$ cat config.mk
export PLATFORM = sky130hd
export DESIGN_NAME = tapline_calibrator
export DESIGN_NICKNAME = d
export VERILOG_FILES = /design/src/rtl/dlcal_pkg.sv /design/src/rtl/dlcal_bus_fmt.sv /design/src/rtl/dlcal_wait_timer.sv /design/src/rtl/dlcal_len_judge.sv /design/src/rtl/tapline_calibrator.sv
export SDC_FILE = /design/constraint.sdc
export NUM_CORES = 1
export LEC_CHECK = 0
export ABC_CLOCK_PERIOD_IN_PS = 11700
export BUFFER_PORTS_ARGS = -buffer_cell sky130_fd_sc_hd__buf_2
export CAP_MARGIN = 20
export CORE_UTILIZATION = 55
export DETAILED_ROUTE_END_ITERATION = 10
export PLACE_DENSITY = 0.86
export SLEW_MARGIN = 20
export SYNTH_ARGS = -nofsm -noshare
export SYNTH_HDL_FRONTEND = slang
export SYNTH_HIERARCHICAL = 1
export SYNTH_SLANG_ARGS = --single-unit
$ cat constraint.sdc
create_clock -name clk -period 11.7 [get_ports clk]
set_input_delay 2.34 -clock clk [delete_from_list [all_inputs] [get_ports clk]]
set_output_delay 2.34 -clock clk [all_outputs]
set_load 0.05 [all_outputs]
$ cat src/rtl/dlcal_pkg.sv
// Package: shared field positions and state types for the delay line
// length calibrator. Bit positions are fixed by the delay-line register
// layout that the neighbouring block decodes.
package dlcal_pkg;
    localparam int WORD_W        = 32;
    localparam int CTRL_DEN_BIT  = 0;   // delay enable
    localparam int CTRL_SEN_BIT  = 1;   // sampler enable
    localparam int CFG_SEL_LSB   = 0;
    localparam int CFG_UNIT_LSB  = 8;
    localparam int CFG_LEN_LSB   = 16;
    localparam int CFG_VALID_BIT = 31;

    typedef enum logic [2:0] {
        ST_IDLE, ST_ARM, ST_CFG, ST_ENA, ST_WAIT, ST_FIN
    } cal_state_t;

    typedef enum logic [1:0] {
        WR_NONE, WR_ARM, WR_CFG, WR_ENA
    } wr_step_t;
endpackage

$ cat src/rtl/dlcal_bus_fmt.sv
// Module: dlcal_bus_fmt
// Turns the current write step and unit into one register write.
// Assumes: UNIT_W fits in bits 14:8 and SEL_W in bits 3:0.
module dlcal_bus_fmt
    import dlcal_pkg::*;
#(
    parameter int UNIT_W   = 7,
    parameter int SEL_W    = 4,
    parameter int SEL_MEAS = 12
) (
    input  wr_step_t            step,
    input  logic [UNIT_W-1:0]   unit,
    output logic                ctrl_wr,
    output logic                cfg_wr,
    output logic [WORD_W-1:0]   wr_data
);
    // Purpose: decode the step into strobes and write data.
    always_comb begin
        ctrl_wr = 1'b0;
        cfg_wr  = 1'b0;
        wr_data = '0;
        unique case (step)
            WR_ARM: begin
                ctrl_wr                = 1'b1;
                wr_data[CTRL_SEN_BIT]  = 1'b1;
            end
            WR_CFG: begin
                cfg_wr                            = 1'b1;
                wr_data[CFG_UNIT_LSB +: UNIT_W]   = unit;
                wr_data[CFG_SEL_LSB +: SEL_W]     = SEL_W'(SEL_MEAS);
            end
            WR_ENA: begin
                ctrl_wr                = 1'b1;
                wr_data[CTRL_SEN_BIT]  = 1'b1;
                wr_data[CTRL_DEN_BIT]  = 1'b1;
            end
            default: ;
        endcase
    end
endmodule

$ cat src/rtl/dlcal_wait_timer.sv
// Module: dlcal_wait_timer
// Counts wait cycles for one unit step and flags the last cycle of the
// window. A limit of 0 behaves as 1. Cleared whenever not waiting.
module dlcal_wait_timer #(
    parameter int TO_W = 16
) (
    input  logic            clk,
    input  logic            rst_n,
    input  logic            run,
    input  logic [TO_W-1:0] limit,
    output logic            expired
);
    logic [TO_W-1:0] cnt;
    logic [TO_W-1:0] last;

    // Purpose: index of the final sampled cycle in the window.
    assign last    = (limit == '0) ? '0 : limit - 1'b1;
    assign expired = run && (cnt >= last);

    // Purpose: count wait cycles; restart from zero for each unit.
    always_ff @(posedge clk) begin
        if (!rst_n || !run) begin
            cnt <= '0;
        end else if (cnt < last) begin
            cnt <= cnt + 1'b1;
        end
    end

    // the window starts from zero for every new unit
    p_window_restart_r7: assert property (@(posedge clk) disable iff (!rst_n)
        !run |=> (cnt == '0));
endmodule

$ cat src/rtl/dlcal_len_judge.sv
// Module: dlcal_len_judge
// Extracts the length pattern and valid flag from the read-back word,
// decides acceptance and finds the highest set bit.
module dlcal_len_judge
    import dlcal_pkg::*;
#(
    parameter int LEN_W = 12,
    parameter int NTAPS = 11,
    parameter int TAP_W = 4
) (
    input  logic [WORD_W-1:0] word,
    output logic              valid,
    output logic              accept,
    output logic [TAP_W-1:0]  msb_idx
);
    localparam logic [LEN_W:0] LEN_LIMIT = (LEN_W+1)'(2 ** NTAPS);

    logic [LEN_W-1:0] len;
    logic [LEN_W-1:0] top_bit;
    logic             unused_bits;

    assign len         = word[CFG_LEN_LSB +: LEN_W];
    assign valid       = word[CFG_VALID_BIT];
    assign unused_bits = ^{word[30:28], word[15:0]};

    // Purpose: accept a valid, non-empty, partial-period pattern.
    assign accept = valid && (|len) && ({1'b0, len} < LEN_LIMIT);

    // Purpose: one-hot mark of the highest set bit, one slice per bit.
    for (genvar g = 0; g < LEN_W; g++) begin : g_top
        if (g == LEN_W - 1) begin : g_msb
            assign top_bit[g] = len[g];
        end else begin : g_low
            assign top_bit[g] = len[g] && !(|len[LEN_W-1:g+1]);
        end
    end

    // Purpose: encode the one-hot mark into a bit index.
    always_comb begin
        msb_idx = '0;
        for (int i = 0; i < LEN_W; i++) begin
            if (top_bit[i]) msb_idx = msb_idx | TAP_W'(i);
        end
    end
endmodule

$ cat src/rtl/tapline_calibrator.sv
// Module: tapline_calibrator
// Sweeps the unit-delay setting from 0 upward until the delay line
// reports a partial-period length, then stores the unit and the highest
// usable tap. Assumes: timeout_cycles is held stable during a run and the
// read-back word reflects register writes of earlier cycles.
module tapline_calibrator
    import dlcal_pkg::*;
#(
    parameter int UNIT_W = 7,
    parameter int SEL_W  = 4,
    parameter int LEN_W  = 12,
    parameter int NTAPS  = 11,
    parameter int TO_W   = 16
) (
    input  logic                 clk,
    input  logic                 rst_n,
    input  logic                 start,
    input  logic [TO_W-1:0]      timeout_cycles,
    input  logic [31:0]          cfg_rdata,
    output logic                 ctrl_wr,
    output logic                 cfg_wr,
    output logic [31:0]          wr_data,
    output logic                 busy,
    output logic                 done,
    output logic                 error,
    output logic [UNIT_W-1:0]    unit_out,
    output logic [$clog2(LEN_W)-1:0] max_tap
);
    localparam int                SEL_MEAS  = NTAPS + 1;
    localparam int                TAP_W     = $clog2(LEN_W);
    localparam logic [UNIT_W-1:0] UNIT_LAST = '1;

    cal_state_t         state;
    wr_step_t           step;
    logic [UNIT_W-1:0]  unit_cur;
    logic               ok_q;
    logic               len_valid;
    logic               len_accept;
    logic [TAP_W-1:0]   len_msb;
    logic               wait_over;

    // Purpose: map the sequencer state onto a register write step.
    always_comb begin
        unique case (state)
            ST_ARM:  step = WR_ARM;
            ST_CFG:  step = WR_CFG;
            ST_ENA:  step = WR_ENA;
            default: step = WR_NONE;
        endcase
    end

    dlcal_bus_fmt #(
        .UNIT_W   (UNIT_W),
        .SEL_W    (SEL_W),
        .SEL_MEAS (SEL_MEAS)
    ) u_fmt (
        .step    (step),
        .unit    (unit_cur),
        .ctrl_wr (ctrl_wr),
        .cfg_wr  (cfg_wr),
        .wr_data (wr_data)
    );

    dlcal_wait_timer #(
        .TO_W (TO_W)
    ) u_timer (
        .clk     (clk),
        .rst_n   (rst_n),
        .run     (state == ST_WAIT),
        .limit   (timeout_cycles),
        .expired (wait_over)
    );

    dlcal_len_judge #(
        .LEN_W (LEN_W),
        .NTAPS (NTAPS),
        .TAP_W (TAP_W)
    ) u_judge (
        .word    (cfg_rdata),
        .valid   (len_valid),
        .accept  (len_accept),
        .msb_idx (len_msb)
    );

    // Purpose: sequence the unit sweep and hold the calibration result.
    always_ff @(posedge clk) begin
        if (!rst_n) begin
            state    <= ST_IDLE;
            unit_cur <= '0;
            ok_q     <= 1'b0;
            unit_out <= '0;
            max_tap  <= '0;
        end else begin
            unique case (state)
                ST_IDLE: begin
                    if (start) begin
                        unit_cur <= '0;
                        state    <= ST_ARM;
                    end
                end
                ST_ARM:  state <= ST_CFG;
                ST_CFG:  state <= ST_ENA;
                ST_ENA:  state <= ST_WAIT;
                ST_WAIT: begin
                    if (len_valid && len_accept) begin
                        unit_out <= unit_cur;
                        max_tap  <= len_msb;
                        ok_q     <= 1'b1;
                        state    <= ST_FIN;
                    end else if (len_valid || wait_over) begin
                        if (unit_cur == UNIT_LAST) begin
                            ok_q  <= 1'b0;
                            state <= ST_FIN;
                        end else begin
                            unit_cur <= unit_cur + 1'b1;
                            state    <= ST_ARM;
                        end
                    end
                end
                ST_FIN:  state <= ST_IDLE;
                default: state <= ST_IDLE;
            endcase
        end
    end

    // Purpose: status outputs decoded from the sequencer state.
    assign busy  = (state != ST_IDLE);
    assign done  = (state == ST_FIN) && ok_q;
    assign error = (state == ST_FIN) && !ok_q;

    // sampler-only control write is followed by the config write
    p_arm_then_cfg_r3: assert property (@(posedge clk) disable iff (!rst_n)
        (ctrl_wr && wr_data == 32'h2) |=> cfg_wr);
    // config write is followed by the enabling control write
    p_cfg_then_enable_r3: assert property (@(posedge clk) disable iff (!rst_n)
        cfg_wr |=> (ctrl_wr && wr_data == 32'h3));
    // tap select forced to the measurement value
    p_sel_forced_r3: assert property (@(posedge clk) disable iff (!rst_n)
        cfg_wr |-> (wr_data[3:0] == SEL_W'(SEL_MEAS)));
    // never two strobes at once
    p_one_strobe_r3: assert property (@(posedge clk) disable iff (!rst_n)
        !(ctrl_wr && cfg_wr));
    // completion pulses only while busy
    p_end_in_busy_r2: assert property (@(posedge clk) disable iff (!rst_n)
        (done || error) |-> busy);
    // done is a single-cycle pulse, exclusive with error
    p_done_pulse_r8: assert property (@(posedge clk) disable iff (!rst_n)
        done |=> !done && !error);
    // reported tap lies inside the delay line
    p_tap_range_r8: assert property (@(posedge clk) disable iff (!rst_n)
        done |-> (max_tap < TAP_W'(NTAPS)));
    // a failed sweep leaves the stored result untouched
    p_keep_on_fail_r9: assert property (@(posedge clk) disable iff (!rst_n)
        error |-> ($stable(unit_out) && $stable(max_tap)));
endmodule

======== After elaboration in Yosys (flattened, before gate mapping) ========
Index checks and enable logic that the tools add are counted.
storage, ports and cells
  register bits ........................... 38
  output and inout bits ................... 48
  word-level logic and storage cells ...... 109
  input bits .............................. 51
operators by class
  equal/unequal tests ..................... 14
  order comparisons ....................... 3
  multiplexer cells ....................... 31
  reduce and logical (&&, ||, !) cells .... 52
  add/subtract/negate cells ............... 3
operator list
  operator                 count
  $mux W7                  5
  $mux W3                  8
  $add A16 B1 Y16 const B  1
  $ge A16 B16 Y1           1
  $logic_and A1 B1 Y1      16
  $logic_not A16 Y1        1
  $lt A16 B16 Y1           1
  $mux W16                 1
  $mux W4                  4
  $sub A16 B1 Y16 const B  1
  $pmux W3 S5              1
  $pmux W7 S2              1
  $logic_not A1 Y1         13
  $lt A12 B12 Y1 const B   1
  $reduce_or A12 Y1        1
  $reduce_or A10 Y1        1
  $reduce_or A9 Y1         1
  $ne A2 B2 Y1 const B     4
  $reduce_or A8 Y1         1
  $add A7 B1 Y7 const B    1
  $eq A7 B7 Y1 const B     1
  $mux W1                  7
  $reduce_or A7 Y1         1
  $eq A3 B2 Y1 const B     2
  19 further kinds         28

======== Depth between registers and ports, before layout ========
Gate-level depths: netlist of the first run.
  depth in word-level cells ............... 14
  mapped depth ............................ 18

======== Modules after synthesis ========
Netlist of the first run, hierarchy kept.
by module, submodules not included
  module              cells an instance  times used  area an instance (um2)  seq. area each (um2)
  dlcal_wait_timer    191                1           1446.4                  320.3
  tapline_calibrator  127                1           1017.2                  440.4
  dlcal_bus_fmt       35                 1           262.8                   0.0
  dlcal_len_judge     20                 1           136.4                   0.0

======== Worst setup path before layout of the first run ========
OpenSTA, ideal clock, no wires.
  path type ............................... input -> register
  start ................................... in timeout_cycles[5]
  end ..................................... reg unit_cur[3]
  data required time ...................... 11.624 ns
  data arrival time ....................... 6.024 ns
  slack ................................... 5.600 ns
  cell stages on the path ................. 16
  cell sequence ........................... nor4_1 > and3_1 > nand2_1 > xnor2_1 > nand2_1 > ha_1 > nand4_1 > nor4_1 > a211o_1 > clkbuf_1 > a21oi_1 > nor2b_1 > nor2_1 > a2111o_1 > or4b_1 > o22ai_1
on the way
  word-level cells in the longest chain between the ends .. 7
  elaborated cells on any way between the ends .. 8
RTL lines
  item                                                         line                       RTL
  start, declared                                              tapline_calibrator.sv:18   input logic [TO_W-1:0] timeout_cycles,
  $sub A16 B1 Y16 / $logic_not A16 Y1 (equally long branches)  dlcal_wait_timer.sv:17     assign last = (limit == '0) ? '0 : limit - 1'b1;
  $mux W16 *                                                   dlcal_wait_timer.sv:17
  $ge A16 B16 Y1 *                                             dlcal_wait_timer.sv:18     assign expired = run && (cnt >= last);
  $logic_and A1 B1 Y1 *                                        dlcal_wait_timer.sv:18
  net wait_over                                                tapline_calibrator.sv:40   logic wait_over;
  $logic_or A1 B1 Y1 *                                         tapline_calibrator.sv:110  end else if (len_valid || wait_over) begin
  $ne A2 B2 Y1 (no source line) *                              n/a
  $reduce_and A5 Y1 (no source line) *                         n/a
  end signal, assigned                                         tapline_calibrator.sv:115  unit_cur <= unit_cur + 1'b1;
  end, declared                                                tapline_calibrator.sv:35   logic [UNIT_W-1:0] unit_cur;
The timed path passes the listed nets; every way through them passes the cells marked *.
A chain may end at the register's enable or synchronous reset.

======== Final worst setup path of the first run ========
Same ends and word-level chain as after synthesis.

==> results.md, run 1 <==
* Pleak at approximately 1.4 nW
* Adder-cell area share of the yosys netlist at under 10%
* Worst EP required at 11910 ps
* Register-to-register setup slack at 7940 ps
* Cell at the slowest stage of the critical path: a211o_1
* Initial drt markers at ~150
* Gr ovfl total at 0
* DIE HEIGHT at ~74 um
* F_max at approximately 0.15 GHz
* Internal power at about 0.00023 W
* DR pass1 iterations at 4
* Clock share of power at ~41%
* Fin Setup TNS at 0 ps
* Setup bufs post-CTS at 0
* # setup viols final at 0
* Syn Inst Count at ~370
* Largest net degree at the start of global routing at 32
* Min-Delay Path Class: flip-flop to flip-flop
* Prevailing post-synth register cell: dfxtp_1
* Max FO, Critical Path at 31
* Final net count at 490
* TritonCTS Buffers at 5
* Core Region at around 4900 um^2
* Std cell rows at 25
* WP data arrival at about 7000 ps
* Max stage delay on crit path at 730 ps
* Layout cells sized above 1 at between 15 and 20%
* Die W at ~74 um
* Power Total at 0.0003229 W
* Placed Cells incl. Taps at ~480
* Synth Warn # at 6
* Post-synthesis sequential area ratio at 26.57%
* GRT Overall Usage at 25.23%
* Compound-gate portion of the synthesized area at between 10% and 20%
* First-pass GRT wire length at approximately 11000 um
* Simple-Gate Fraction of Synth Area at a little under a third
* Worst setup EP type: flip-flop
* Cell variety after synth at between 50 and 60
* Syn_area_per_cell at 7.675 um^2
* Worst skew pair latency at between 200 and 300 ps
* Power Density at around 100 nW/um^2
* Max-cap viol count at 0
* I/O Buffers at 58
* Worst-Margin Slew at 851.6 ps
* Final HPWL DP at 4850 um
* N_diodes at 0
* Outcome: complete, no violations
* Part of the power in combinational logic at about 18%
* Sw power at slightly above 0.00009 W
* Routed vias at 2822
* DRT Wirelength at between 6000 and 7000 um
* Peak supply drop at 71.62 uV
* Post-synth ARST share at 0%
* Via-per-instance ratio at about 5.8
* Clock transition at the registers of the reported paths at approximately 80 ps
* Boundary pin count at 99
* Sink Count at 38
* Sequential power share at roughly 41%
* CTS Root Cell: clkbuf_8
* Post-synth EDFFs at 0
* XOR/XNOR share of the synthesized area at roughly 4.6%
* Largest family of logic cells by synthesized area: simple AND/OR/NAND/NOR gates
* Vias in the first global route at 2578
* Final setup skew at 8.432 ps
* Post-route ant nets at 0
* Switching share of power at between 20% and 30%
* Startpoint types: primary input
* Die Area at between 5000 and 6000 um^2
* Hold Vio Cnt, Final at 0
* Period utilization at just under 60%
* CTS tree: built
* Crit path cell chain: buf_2 > nor4_1 > nand4_1 > o21ai_0 > ha_1 > nand4_1 > nor4_1 > a211o_1 > a21oi_1 > nor2b_1 > nor2_1 > a2111o_1 > or4b_1 > o22ai_1
* FF+latch count, synth at 38
* Minimum clock period at just under 7000 ps
* Max-slew headroom at between 40% and 50%
* RSZ-0062 raised after global routing: false
* DR DRC count at 0
* Cell area after synthesis at approximately 2900 um^2
* CTS HTree Levels at 2
* CP Class: primary input to flip-flop
* Syn-to-layout area delta at 11.54%
* Pins over their slew limit at 0
* Fin cells at 487
* Hold Buf Count CTS at 0
* Initial antenna violation count at 0
* Wirelength per Cell at approximately 13 um
* Mux cell area share after synthesis at less than 1%
* Clock Path Buffers at 2
* Initial Util at 58.67%
* CTS resizes at 0
* Gpl congestion at 0.8588
## final timing paths
kind | cells after the start | endpoint | startpoint
worst max-delay path | 14 | unit_cur[3] | timeout_cycles[5]
worst min-delay path | 2 | unit_out[4] | unit_out[4]
worst max register to register | 10 | unit_cur[3] | u_timer/cnt[13]
worst min register to register | 2 | unit_out[4] | unit_out[4]
## placed cells by master (no fill, tap or decap), types with 2 or more instances in the layout
cell type / n
a211o_1: 2
a211oi_1: 4
a21o_1: 2
a21oi_1: 39
and2_1: 2
and3_1: 7
and3b_1: 7
buf_2: 58
bufinv_16: 2
clkbuf_8: 5
conb_1: 21
dfxtp_1: 38
ha_1: 20
inv_1: 12
mux2i_1: 2
nand2_1: 61
nand2b_1: 3
nand3_1: 11
nand4_1: 9
nor2_1: 16
nor2b_1: 6
nor3_1: 7
nor4_1: 4
o21ai_0: 8
o22ai_1: 4
o31ai_1: 12
or3_1: 8
or4_1: 10
xnor2_1: 9
xor2_1: 6
## through the flow
step | worst slack, ps | util, % | hold slack [ps] | area, um^2
finish | 4808 | 65.44 | 462.0 | 3193
global route | 4155 | 65.44 | 483.2 | 3193
global placement | 4666 | 62.62 | 439.6 | 3055
detailed placement | 4625 | 62.62 | 450.1 | 3055
CTS | 4870 | 65.44 | 461.6 | 3193
floorplan | 5600 | - | 456.2 | 2938
## metal layers
layer / vias up / global-route usage (%) / share of wire (%)
met5: - / 0 / 0
met4: 0 / 8.547 / 1.7
met3: 13 / 5.691 / 5.5
met2: 92 / 44.55 / 51
met1: 1316 / 30.05 / 42
li1: 1401 / - / -
## flip-flops by register name (all words and copies together), names as in the netlist
signal,cells
max_tap,4
ok_q,1
state,3
unit_out,7
unit_cur,7
u_timer/cnt,16
## power groups by stage
stage | sequential [W] | clock, W | combinational, W
final | 0.000132 | 0.000133 | 0.0000578
after CTS | 0.000132 | 0.000134 | 0.0000576
after global placement | 0.000134 | 0 | 0.0000558
after floorplan | 0.000134 | 0 | 0.0000514
after global routing | 0.000132 | 0.000142 | 0.0000627
after detailed placement | 0.000135 | 0 | 0.0000573
## cell usage after synthesis (all sizes together) (2+ instances only)
library cell / n / share of area (%)
and2: 3 / 0.70
o22ai: 4 / 0.87
o31ai: 12 / 3.1
a211o: 2 / 0.61
mux2i: 2 / 0.70
xnor2: 9 / 2.8
nor2b: 6 / 1.3
o21ai: 8 / 1.4
a21o: 2 / 0.52
nand2b: 3 / 0.66
nand4: 9 / 2.0
or4: 10 / 2.6
or3: 9 / 2.1
and3b: 7 / 2.1
and3: 8 / 1.8
clkbuf: 9 / 1.2
nand3: 11 / 1.9
inv: 13 / 1.7
xor2: 6 / 1.8
nor2: 16 / 2.1
nor3: 7 / 1.2
a21oi: 39 / 6.8
nor4: 6 / 2.1
o311ai: 2 / 0.61
dfxtp: 38 / 27
nand2: 61 / 8.0
buf: 30 / 7.7
a211oi: 4 / 1.0
ha: 20 / 8.7
## worst max-delay path: cells and delay by family
kind	cells	cell delay [ps]
compound gates	5	1880
fa+ha+maj	1	180
buf+inv	1	110
simple gates	7	2580
## kinds of logic (layout without fill, tap and decap cells)
group,Yosys count,count (layout)
AO/OA/AOI/OAI,82,82
adder cells (fa/ha/maj),20,20
multiplexers,2,2
XOR/XNOR,15,15
flip-flops,38,38
AND/OR/NAND/NOR,162,162
other,1,21
buffers and inverters,53,80
## area by class of cell
class,instances,area [um^2]
well taps,67,83.83
inverters,14,52.55
multi-input cells,302,1868
clock buffers,5,68.82
flip-flops and latches,38,760.7
fillers,428,1687
repair buffers,58,290.3
clock inverters,3,68.82
(Power assumes the default switching activity.)
==> run 2: changes to the inputs <==
--- a/config.mk
+++ b/config.mk
@@ -5,12 +5,12 @@
 export SDC_FILE = /design/constraint.sdc
 export NUM_CORES = 1
 export LEC_CHECK = 0
-export ABC_CLOCK_PERIOD_IN_PS = 11700
+export ABC_CLOCK_PERIOD_IN_PS = 6240
 export BUFFER_PORTS_ARGS = -buffer_cell sky130_fd_sc_hd__buf_2
 export CAP_MARGIN = 20
-export CORE_UTILIZATION = 55
+export CORE_UTILIZATION = 46
 export DETAILED_ROUTE_END_ITERATION = 10
-export PLACE_DENSITY = 0.86
+export PLACE_DENSITY = 0.76
 export SLEW_MARGIN = 20
 export SYNTH_ARGS = -nofsm -noshare
 export SYNTH_HDL_FRONTEND = slang
==> constraint.sdc (replaced) <==
create_clock -name clk -period 6.24 [get_ports clk]
set_input_delay 1.248 -clock clk [delete_from_list [all_inputs] [get_ports clk]]
set_output_delay 1.248 -clock clk [all_outputs]
set_load 0.05 [all_outputs]
==> results.md, run 2 (synthesis gave the netlist of run 1 again) <==
* Outcome: complete, no violations
* Worst R2R Start: u_timer/cnt[13]
* Via-per-instance ratio at between 5 and 6
* Worst EP required at roughly 6400 ps
* Die W at around 81 um
* Most frequent cells in the layout: nand2_1 (61), buf_2 (58), a21oi_1 (39)
* Clock Path Buffers at 2
* Largest net degree at the start of global routing at 31
* Gpl congestion at roughly 0.8
* Final HPWL DP at around 4600 um
* Switching share of power at a little under a third
* Max FO, Critical Path at 16
* TritonCTS Buffers at 5
* CTS tree: built
* Syn-to-layout area delta at 10.66%
* Regs by FF count: u_timer/cnt x16, unit_cur x7, unit_out x7
* Min-Delay Path Class: flip-flop to flip-flop
* Fin Setup TNS at 0 ps
* First-pass GRT wire length at about 11000 um
* Hold path start: unit_out[1]
* N_diodes at 0
* Worst-Margin Slew at between 700 and 800 ps
* Sink Count at 38
* Startpoint types: primary input
* Setup bufs post-CTS at 0
* Grt met1 use at about 25%
* Initial Util at 48.07%
* Routed vias at 2725
* WP data arrival at approximately 5300 ps
* Pleak at about 1.4 nW
* Period utilization at between 80% and 90%
* Internal power at between 0.0003 and 0.0004 W
* CTS HTree Levels at 2
* CTS resizes at 0
* Sw power at around 0.00017 W
* Peak supply drop at between 100 and 150 uV
* Global route hottest layer: met2
* F_max at between 0.15 and 0.2 GHz
* Part of the power in combinational logic at about 20%
* GRT met3 Usage at between 3 and 4%
* Final setup skew at approximately 10 ps
* Power Density at around 170 nW/um^2
* DR pass1 iterations at 4
* CTS Root Cell: clkbuf_8
* DRT Wirelength at 6094 um
* Hold Vio Cnt, Final at 0
* Initial antenna violation count at 0
* Clock transition at the registers of the reported paths at approximately 80 ps
* Sequential power share at 46.5%
* Power Total at 0.0005300 W
* Number of flip-flops in the largest register at 16
* Boundary pin count at slightly below 100
* RSZ-0062 raised after global routing: false
* Die Area at about 6500 um^2
* # setup viols final at 0
* Max-slew headroom at 46.76%
* I/O Buffers at between 50 and 60
* Initial drt markers at 80
* Worst setup EP type: flip-flop
* Core Util, Final at a little over half
* Gr ovfl total at 0
* Max-cap viol count at 0
* Vias in the first global route at roughly 2.5k
* Minimum clock period at 5054 ps
* Clock share of power at 33.3%
* Core Region at 5956 um^2
* Biggest register: u_timer/cnt
* Most common cell after layout, fill and taps aside: nand2_1
* Layout cells sized above 1 at a little under a fifth
* Met2 usage in global routing at about a third
* Setup crit start: timeout_cycles[5]
* DR DRC count at 0
* Hold Buf Count CTS at 0
* Final net count at ~490
* CP Class: primary input to flip-flop
* Wirelength per Cell at approximately 12 um
* Post-route ant nets at 0
* Std cell rows at 28
* DIE HEIGHT at between 80 and 90 um
* Worst skew pair latency at around 290 ps
* GRT Overall Usage at roughly a fifth
* Pins over their slew limit at 0
[run 2: final timing paths]
| check | endpoint | cells after the start | slack (ps) |
|---|---|---|---|
| worst max-delay path | unit_cur[3] | 14 | 1190 |
| worst min-delay path | unit_out[1] | 2 | 460 |
| worst max register to register | unit_cur[3] | 10 | 3220 |
| worst min register to register | unit_out[1] | 2 | 460 |
[run 2: final cells by class]
type                    count  area [um^2]
multi-input cells         302         1868
clock buffers               6        82.58
well taps                  75        93.84
flip-flops and latches     38        760.7
fillers                   599         2788
clock inverters             2        12.51
repair buffers             59        297.8
inverters                  14        52.55
[run 2: critical path, stage by stage]
cell and delay (ps):
buf_2 110, nor4_1 620, nand4_1 610, o21ai_0 280, ha_1 170, nand4_1 120
nor4_1 350, a211o_1 200, a21oi_1 60, nor2b_1 160, nor2_1 100, a2111o_1 540
or4b_1 550, o22ai_1 150
[run 2: per-stage QoR]
| stage | area [um^2] | worst slack (ps) | hold slack [ps] | instances |
|---|---|---|---|---|
| 2_1_floorplan | 2938 | 1232 | 456.2 | 393 |
| 3_3_place_gp | 3073 | 932.6 | 442.1 | 488 |
| 3_5_place_dp | 3073 | 860.8 | 444.3 | 488 |
| 4_1_cts | 3168 | 1171 | 454.8 | 496 |
| 5_1_grt | 3168 | 731.7 | 469.7 | 496 |
| 6_report | 3168 | 1186 | 455.3 | 496 |
[run 2: metal layers]
| metal | part of all wire [%] | wire, um |
|---|---|---|
| met5 | 0 | 0 |
| met3 | 4.4 | 267 |
| met1 | 47 | 2871 |
| met2 | 48 | 2899 |
| met4 | 0.90 | 55 |
[run 2: power by group through the flow]
stage          registers, W  clock network [W]   logic, W
6_report           0.000247           0.000177   0.000107
5_1_grt            0.000247           0.000191   0.000117
4_1_cts            0.000247           0.000183   0.000107
3_5_place_dp       0.000252                  0   0.000107
3_3_place_gp       0.000252                  0   0.000105
2_1_floorplan      0.000251                  0  0.0000963
==> run 3: changes to the inputs <==
--- a/config.mk
+++ b/config.mk
@@ -5,7 +5,7 @@
 export SDC_FILE = /design/constraint.sdc
 export NUM_CORES = 1
 export LEC_CHECK = 0
-export ABC_CLOCK_PERIOD_IN_PS = 6240
+export ABC_CLOCK_PERIOD_IN_PS = 4530
 export BUFFER_PORTS_ARGS = -buffer_cell sky130_fd_sc_hd__buf_2
 export CAP_MARGIN = 20
 export CORE_UTILIZATION = 46
==> constraint.sdc (replaced) <==
create_clock -name clk -period 4.53 [get_ports clk]
set_input_delay 0.906 -clock clk [delete_from_list [all_inputs] [get_ports clk]]
set_output_delay 0.906 -clock clk [all_outputs]
set_load 0.05 [all_outputs]
==> results.md, run 3 (synthesis gave the netlist of run 1 again) <==
* First-pass GRT wire length at ~11000 um
* WP buf/inv at 1
* CTS tree: built
* DR pass1 iterations at 5
* Gr ovfl total at 0
* Multi-input logic area at 1874 um^2
* Hold path cells at 2
* TritonCTS Buffers at 5
* Clock share of power at 37.3%
* Worst hold slack at 457.8 ps
* Startpoint types: primary input
* Worst setup margin at 287.4 ps
* Register Area at about 760 um^2
* GRT Overall Usage at between 20% and 30%
* N_diodes at 0
* Crit path depth at 16
* Core Region at 5956 um^2
* Outcome: complete, no violations
* DRT Wirelength at 6123 um
* Most common cell after layout, fill and taps aside: nand2_1
* Internal power at 0.0005426 W
* Std cell rows at 28
* Post-route ant nets at 0
* WP data arrival at between 4000 and 5000 ps
* Final HPWL DP at ~4700 um
* Worst R2R End: unit_cur[3]
* Worst EP required at around 4700 ps
* Die W at ~81 um
* Initial drt markers at 160
* Max-cap viol count at 0
* Initial Util at 48.07%
* Clock Path Buffers at 2
* Die Area at 6543 um^2
* Pleak at between 1 and 1.5 nW
* Syn-to-layout area delta at 13.64%
* Vias in the first global route at 2494
* Via-per-instance ratio at 5.456
* Cell at the slowest stage of the critical path: or4b_1
* Largest net degree at the start of global routing at 31
* Worst-Margin Slew at 813.5 ps
* Part of the power in combinational logic at around a fifth
* Boundary pin count at 99
* Worst skew pair latency at just under 300 ps
* Worst setup EP type: flip-flop
* Fillers at around 590
* Sw power at 0.0002418 W
* Minimum clock period at around 4200 ps
* Register-to-register setup slack at around 1700 ps
* CTS Root Cell: clkbuf_8
* Max stage delay on crit path at roughly 520 ps
* Initial antenna violation count at 0
* Clock transition at the registers of the reported paths at about 80 ps
* DIE HEIGHT at around 81 um
* Setup crit start: timeout_cycles[6]
* Setup bufs post-CTS at 0
* Sink Count at 38
* Period utilization at 93.66%
* CTS resizes at 0
* Max-slew headroom at roughly 46%
* Sequential power share at 43.3%
* Layout cells sized above 1 at between 10% and 20%
* Biggest register: u_timer/cnt
* Power Total at a little under 0.0008 W
* Pins over their slew limit at 0
* CP Class: primary input to flip-flop
* RSZ-0062 raised after global routing: false
* Placement Setup Slack at -36.60 ps
* Number of flip-flops in the largest register at 16
* Gpl congestion at 0.8469
* Max FO, Critical Path at 4
* Most frequent cells in the layout: nand2_1 (61), buf_2 (58), a21oi_1 (39)
* F_max at between 0.2 and 0.25 GHz
* # setup viols final at 0
* Worst R2R Start: u_timer/cnt[13]
* Final setup skew at around 5.5 ps
* Final net count at approximately 500
* Hold Buf Count CTS at 0
* Crit path cell chain: buf_2 > nor4_1 > and3_1 > nand2_1 > xnor2_1 > nand2_1 > ha_1 > nand4_1 > nor4_1 > a211o_1 > a21oi_1 > nor2b_1 > nor2_1 > a2111o_1 > or4b_1 > o22ai_1
* CP top delay family: simple AND/OR/NAND/NOR gates
* CTS HTree Levels at 2
* R2R cell count at 10
* Peak supply drop at between 150 and 200 uV
* Power Density at 241.1 nW/um^2
* DR DRC count at 0
* I/O Buffers at between 50 and 60
* Wirelength per Cell at approximately 12 um
* Hold Vio Cnt, Final at 0
* Critical Path End: unit_cur[3]
* Min-Delay Path Class: flip-flop to flip-flop
* Routed vias at around 2.8k
* Switching share of power at between 30% and 40%
* Regs by FF count: u_timer/cnt x16, unit_cur x7, unit_out x7
## run 3: cell types whose count changed in the layout (fill, tap and decap cells not counted), sizes merged
cell      delta
clkinvlp     +1
clkinv       -1
clkbuf       -1
bufinv       +1
buf          +8
## run 3: tightest hold or removal path, cell delays in order, from the launching register on
cell,delay [ps]
dfxtp_1,320
nand2_1,50
a21oi_1,50
## run 3: layout make-up
cell class                 instances  area share, %
inverter                          14          1.615
sequential                        38          23.38
multi-input combinational        302          57.62
clock buffer                       5          2.115
clock inverter                     3          1.385
tap                               75          2.885
timing repair buffer              67          11.00
## run 3: how the worst min path moves through the flow
stage                    startpoint              end  slack (ps)
CTS                     unit_out[3]      unit_out[3]         460
floorplan           u_timer/cnt[15]  u_timer/cnt[15]         460
finish                  unit_out[2]      unit_out[2]         460
detailed placement      unit_out[0]      unit_out[0]         440
global route             max_tap[0]       max_tap[0]         470
global placement         max_tap[3]       max_tap[3]         440
## run 3: power by group through the flow
stage	Clock [W]	Sequential, W	Combinational [W]
2_1_floorplan	0	0.000346	0.000133
3_3_place_gp	0	0.000348	0.000150
4_1_cts	0.000300	0.000340	0.000152
5_1_grt	0.000313	0.000341	0.000165
6_report	0.000293	0.000340	0.000152
3_5_place_dp	0	0.000348	0.000152
## run 3: stage by stage
| stage | util (%) | cell area, um^2 | TNS, ps | cells |
|---|---|---|---|---|
| after global placement | 52.71 | 3139 | 0 | 496 |
| after CTS | 54.62 | 3253 | 0 | 504 |
| after floorplan | - | 2945 | 0 | 393 |
| after global routing | 54.62 | 3253 | 0 | 504 |
| after detailed placement | 52.71 | 3139 | -63.42 | 496 |
| final | 54.62 | 3253 | 0 | 504 |
## run 3: routing by layer
metal	wire [um]	GRT usage (%)	vias to the layer above
met5	0	0	-
li1	-	-	1417
met2	2952	34.54	69
met4	39	5.179	0
met1	2797	25.27	1260
met3	334	4.157	4
